`config.mk`:
```
export PLATFORM = sky130hd
export DESIGN_NAME = msi_vector_store
export DESIGN_NICKNAME = d
export VERILOG_FILES = /design/src/rtl/msi_vector_store.sv
export SDC_FILE = /design/constraint.sdc
export NUM_CORES = 1
export LEC_CHECK = 0
export ABC_CLOCK_PERIOD_IN_PS = 4500
export BUFFER_PORTS_ARGS = -buffer_cell sky130_fd_sc_hd__buf_2
export CORE_MARGIN = 4
export CORE_UTILIZATION = 64
export CTS_BUF_LIST = sky130_fd_sc_hd__clkbuf_8
export DETAILED_ROUTE_END_ITERATION = 6
export HOLD_SLACK_MARGIN = 0.05
export PLACE_DENSITY = 0.82
export SLEW_MARGIN = 15
export SYNTH_ARGS = -nofsm -noshare
export SYNTH_HDL_FRONTEND = slang
export SYNTH_SLANG_ARGS = --single-unit
```
`constraint.sdc`:
```
create_clock -name clk -period 4.5 [get_ports clk]
set_input_delay 0.225 -clock clk [delete_from_list [all_inputs] [get_ports clk]]
set_output_delay 0.225 -clock clk [all_outputs]
set_load 0.05 [all_outputs]
```
`src/rtl/msi_vector_store.sv`:
```
module msi_vector_store #(
  parameter int NUM_VEC = 8
) (
  input  logic               clk,
  input  logic               rst_n,
  input  logic               reg_we,
  input  logic [2:0]         reg_addr,
  input  logic [31:0]        reg_wdata,
  output logic [31:0]        reg_rdata,
  input  logic [NUM_VEC-1:0] irq_req,
  output logic [NUM_VEC-1:0] fb_irq,
  output logic               msg_valid,
  input  logic               msg_ready,
  output logic [63:0]        msg_addr,
  output logic [31:0]        msg_data
);
  localparam int SEL_W = (NUM_VEC > 1) ? $clog2(NUM_VEC) : 1;
  localparam logic [15:0] COUNT = 16'(NUM_VEC);

  logic               en_q;
  logic [SEL_W-1:0]   sel_q;
  logic [31:0]        lo_q  [NUM_VEC];
  logic [31:0]        hi_q  [NUM_VEC];
  logic [31:0]        dat_q [NUM_VEC];
  logic [NUM_VEC-1:0] mask_q;
  logic [NUM_VEC-1:0] pend_q;
  logic [SEL_W-1:0]   cur_vec;
  logic               found;
  logic [SEL_W-1:0]   pick;
  logic [NUM_VEC-1:0] clr;

  wire wr_en   = reg_we && reg_addr == 3'd0;
  wire wr_sel  = reg_we && reg_addr == 3'd1;
  wire wr_lo   = reg_we && reg_addr == 3'd2;
  wire wr_hi   = reg_we && reg_addr == 3'd3;
  wire wr_dat  = reg_we && reg_addr == 3'd4;
  wire wr_mask = reg_we && reg_addr == 3'd5;
  wire hs      = msg_valid && msg_ready;
  wire [NUM_VEC-1:0] live = pend_q & ~mask_q;

  assign fb_irq = irq_req & {NUM_VEC{~en_q}};

  always_comb begin
    found = 1'b0;
    pick  = '0;
    for (int i = NUM_VEC - 1; i >= 0; i--) begin
      if (live[i]) begin
        found = 1'b1;
        pick  = SEL_W'(i);
      end
    end
  end

  always_comb begin
    clr = '0;
    if (hs) clr[cur_vec] = 1'b1;
  end

  always_comb begin
    case (reg_addr)
      3'd0:    reg_rdata = {COUNT, 15'd0, en_q};
      3'd1:    reg_rdata = {{(32-SEL_W){1'b0}}, sel_q};
      3'd2:    reg_rdata = lo_q[sel_q];
      3'd3:    reg_rdata = hi_q[sel_q];
      3'd4:    reg_rdata = dat_q[sel_q];
      3'd5:    reg_rdata = {31'd0, mask_q[sel_q]};
      default: reg_rdata = '0;
    endcase
  end

  always_ff @(posedge clk) begin
    if (!rst_n) begin
      en_q   <= 1'b0;
      sel_q  <= '0;
      mask_q <= '1;
      for (int i = 0; i < NUM_VEC; i++) begin
        lo_q[i]  <= '0;
        hi_q[i]  <= '0;
        dat_q[i] <= '0;
      end
    end else begin
      if (wr_en) en_q <= reg_wdata[0];
      if (wr_sel && reg_wdata[15:0] < COUNT) sel_q <= reg_wdata[SEL_W-1:0];
      if (wr_lo) lo_q[sel_q] <= reg_wdata;
      if (wr_hi) hi_q[sel_q] <= reg_wdata;
      if (wr_dat) dat_q[sel_q] <= reg_wdata;
      if (wr_mask) mask_q[sel_q] <= reg_wdata[0];
    end
  end

  always_ff @(posedge clk) begin
    if (!rst_n) begin
      pend_q    <= '0;
      msg_valid <= 1'b0;
      cur_vec   <= '0;
      msg_addr  <= '0;
      msg_data  <= '0;
    end else begin
      pend_q <= (pend_q & ~clr) | (irq_req & {NUM_VEC{en_q}});
      if (hs) begin
        msg_valid <= 1'b0;
      end else if (!msg_valid && en_q && found) begin
        msg_valid <= 1'b1;
        cur_vec   <= pick;
        msg_addr  <= {hi_q[pick], lo_q[pick]};
        msg_data  <= dat_q[pick];
      end
    end
  end
endmodule

```
==> results.cfg <==
[run_status]
outcome = finished clean

[floorplanning]
dieArea_sq_um = 75000
start_util_pct = 64.6
core_sq_um = 70000
num_io_pins = 184
num_rows = 97
dieHeight_um = 274
die_w_um = 274

[global_routing]
use_met3_pct = 10.3
grt_pass1_vias = 33100
grt_pass1_wl_mm = 208
grt.met2_usage_pct = 58.1
grt_most_used_layer = met2
overflow = 0
met1_usage_pct = 48.5
antenna_found_initial = 4
grt_max_degree = 147
grt.total_usage_pct = 37.6

[power]
power.density_nw_per_um2 = 340
leakagePower_nw = 18.3
power_w = 0.0171
peakVddDrop_v = 0.000288

[routing]
via_per_inst = 6.91
drc = 0
routedWlPerCell_um = 30.2
vias = 32400
routed_wirelength_mm = 142
drt-initial-drc-count = 5178
antenna_left = 0
firstDrtPassIters = 6

[synthesis]
yosysWarnings = 0
muxShareOfSynthArea_pct = 18.2
synthesis.area_sq_um = 45200
synth_top_area_share_pct = 51.0
netlist_instances = 3513
postSynth.asyncResetShare_pct = 0
synth-xor-area-share_pct = 0
ys_seq_elements = 891
synth_compound_area_share_pct = 7.31
yosysSeqAreaShare_pct = 56.4
synthTopCellsByArea = edfxtp_1, and2_1, mux4_2
synthFlopType = edfxtp_1
ys_top_cells_by_count = edfxtp_1, and2_1, mux2i_1
yosys.area_share.simple_pct = 14.7
syn_area_per_cell_sq_um = 12.9
synth_adder_area_share_pct = 0
synth-edff-count = 768
syn_nets = 3560
yosysTopAreaCell = edfxtp_1
synth.most_common_cell = edfxtp_1
synth_top_family_by_area = multiplexers
yosys.cell_types.count = 52

[critical_path]
crit_required_ps = 4280
startpoint_type = register
crit_chain = buf_12 > mux4_2 > mux2i_1 > o22a_1 > o21ai_0 > buf_2
crit_cells = 6
crit_arrival_ps = 3890
r2r_cells = 5
end_kind = primary output
critical-path-slowest-cell = dfxtp_4
critPathMaxFanout = 54
crit_buf_inv = 2
path_class = reg -> out
slowest_delay_ps = 820
crit_family = multiplexers

[cts]
numCtsBuffers = 147
cts.reportedPaths.clkPinSlew_ps = 70
htree_levels = 4
cts.sinks = 891
root_buffer = clkbuf_8
cts_buffer_depth = 3
clkLatencyLatePin_ps = 820
cts_tree = done

[min_path]
hp-class = in -> reg
hold_depth = 3

[sta]
finalHoldViolCount = 0
post-route-period-util_pct = 91.4
fmax_mhz = 243
slew_headroom_pct = 0.480
final.setup.tns_ps = 0
rsz0062_at_grt = false
tightestPinTransition_ps = 1490
setup_viol = 0
finClkSkew_ps = 36.1
fin_crit_ps = 4110
slew_violations = 0

[finish]
area_growth_pct = 11.3
drive_gt1_share_pct = 19.0
nets = 3682

[placed_design]
portBuffers = 183
hpwl_mm = 79.4
gp_congestion = 0.844

[job]
maxCapViolCount = 0
==> placed cells by master, fill, tap and decap left out, types with 5 or more instances in the layout <==
master,n
and2_1,747
nor3_1,23
buf_4,62
inv_6,5
clkinv_1,24
nor2_4,9
o21ai_4,24
edfxtp_1,768
mux4_2,192
inv_1,54
buf_2,182
o2bb2ai_1,47
o22a_1,29
a211o_1,49
mux2i_1,387
o21ai_0,43
clkbuf_8,168
nand2_1,361
clkinvlp_4,5
nand2b_1,13
clkinv_2,11
a21oi_1,157
buf_12,15
o221ai_1,51
dfxtp_1,120
nor2_2,15
o311ai_0,8
dlygate4sd3_1,53
o31a_1,49
nor2_1,14
nor2b_1,15
==> where the power goes <==
part	switching, W	internal (W)
registers	0.000147	0.00922
logic	0.000678	0.000291
clock network	0.00332	0.00346
total	0.00415	0.0130
==> stage by stage <==
| step | hold WS (ps) | util [%] | setup WS (ps) | cells | area (sq um) |
|---|---|---|---|---|---|
| after floorplan | 369 | - | 393 | 3513 | 45200 |
| after global placement | 481 | 67.1 | 1310 | 4371 | 47000 |
| after detailed placement | 494 | 67.2 | 1230 | 4373 | 47100 |
| after CTS | 99.8 | 71.9 | 435 | 4691 | 50300 |
| after global routing | 186 | 71.9 | 284 | 4692 | 50300 |
| final | 173 | 71.9 | 389 | 4695 | 50400 |
==> path summary, 6_finish.rpt <==
check / startpoint / slack, ps / to
worst max-delay path: register / 390 / reg_rdata[6]
worst min-delay path: reg_we / 170 / mask_q[6]$_SDFFE_PN1P_
worst max register to register: en_q$_SDFFE_PN0P_ / 1050 / msg_data[18]$_SDFFE_PN0P_
worst min register to register: cur_vec[0]$_SDFFE_PN0P_ / 540 / cur_vec[0]$_SDFFE_PN0P_
==> per-layer routing <==
metal	up-vias	routed length, um	part of all wire, %
met5	-	0	0
met4	0	9170	6.5
met3	581	20700	15
met2	2817	63800	45
met1	15800	47900	34
li1	13200	-	-
==> flip-flops by register name, indices dropped and copies added, names as in the netlist, named ones only <==
signal	cells
pend_q	8
mask_q	8
hi_q	256
msg_data	32
cur_vec	3
msg_addr	64
lo_q	256
msg_valid	1
sel_q	3
en_q	1
dat_q	256
==> kinds of logic (layout without fill, tap and decap cells) <==
kind of cell	after synthesis	count (layout)
AO/OA/AOI/OAI	474	474
flip-flops	891	891
buffers and inverters	344	582
AND/OR/NAND/NOR	1223	1223
multiplexers	581	581
other	0	4
==> worst min-delay path, stage by stage <==
cell	delay, ps
buf_2	160
nand3_1	380
o311ai_0	160
==> timing repair <==
action                                 CTS  global route
endpoints found under the hold margin  666             0
buffers inserted                         0             0
hold buffers                            53             0
gates resized for setup                  0             0
==> area by class of cell <==
cell class,count,area (sq um)
clock inverter,97,448
multi-input combinational,2278,18600
antenna,4,10.0
timing repair buffer,314,2260
inverter,3,11.3
tap,940,1180
sequential,891,25500
fill,4537,19700
clock buffer,168,2310
Power figures use the tool's default switching activity.
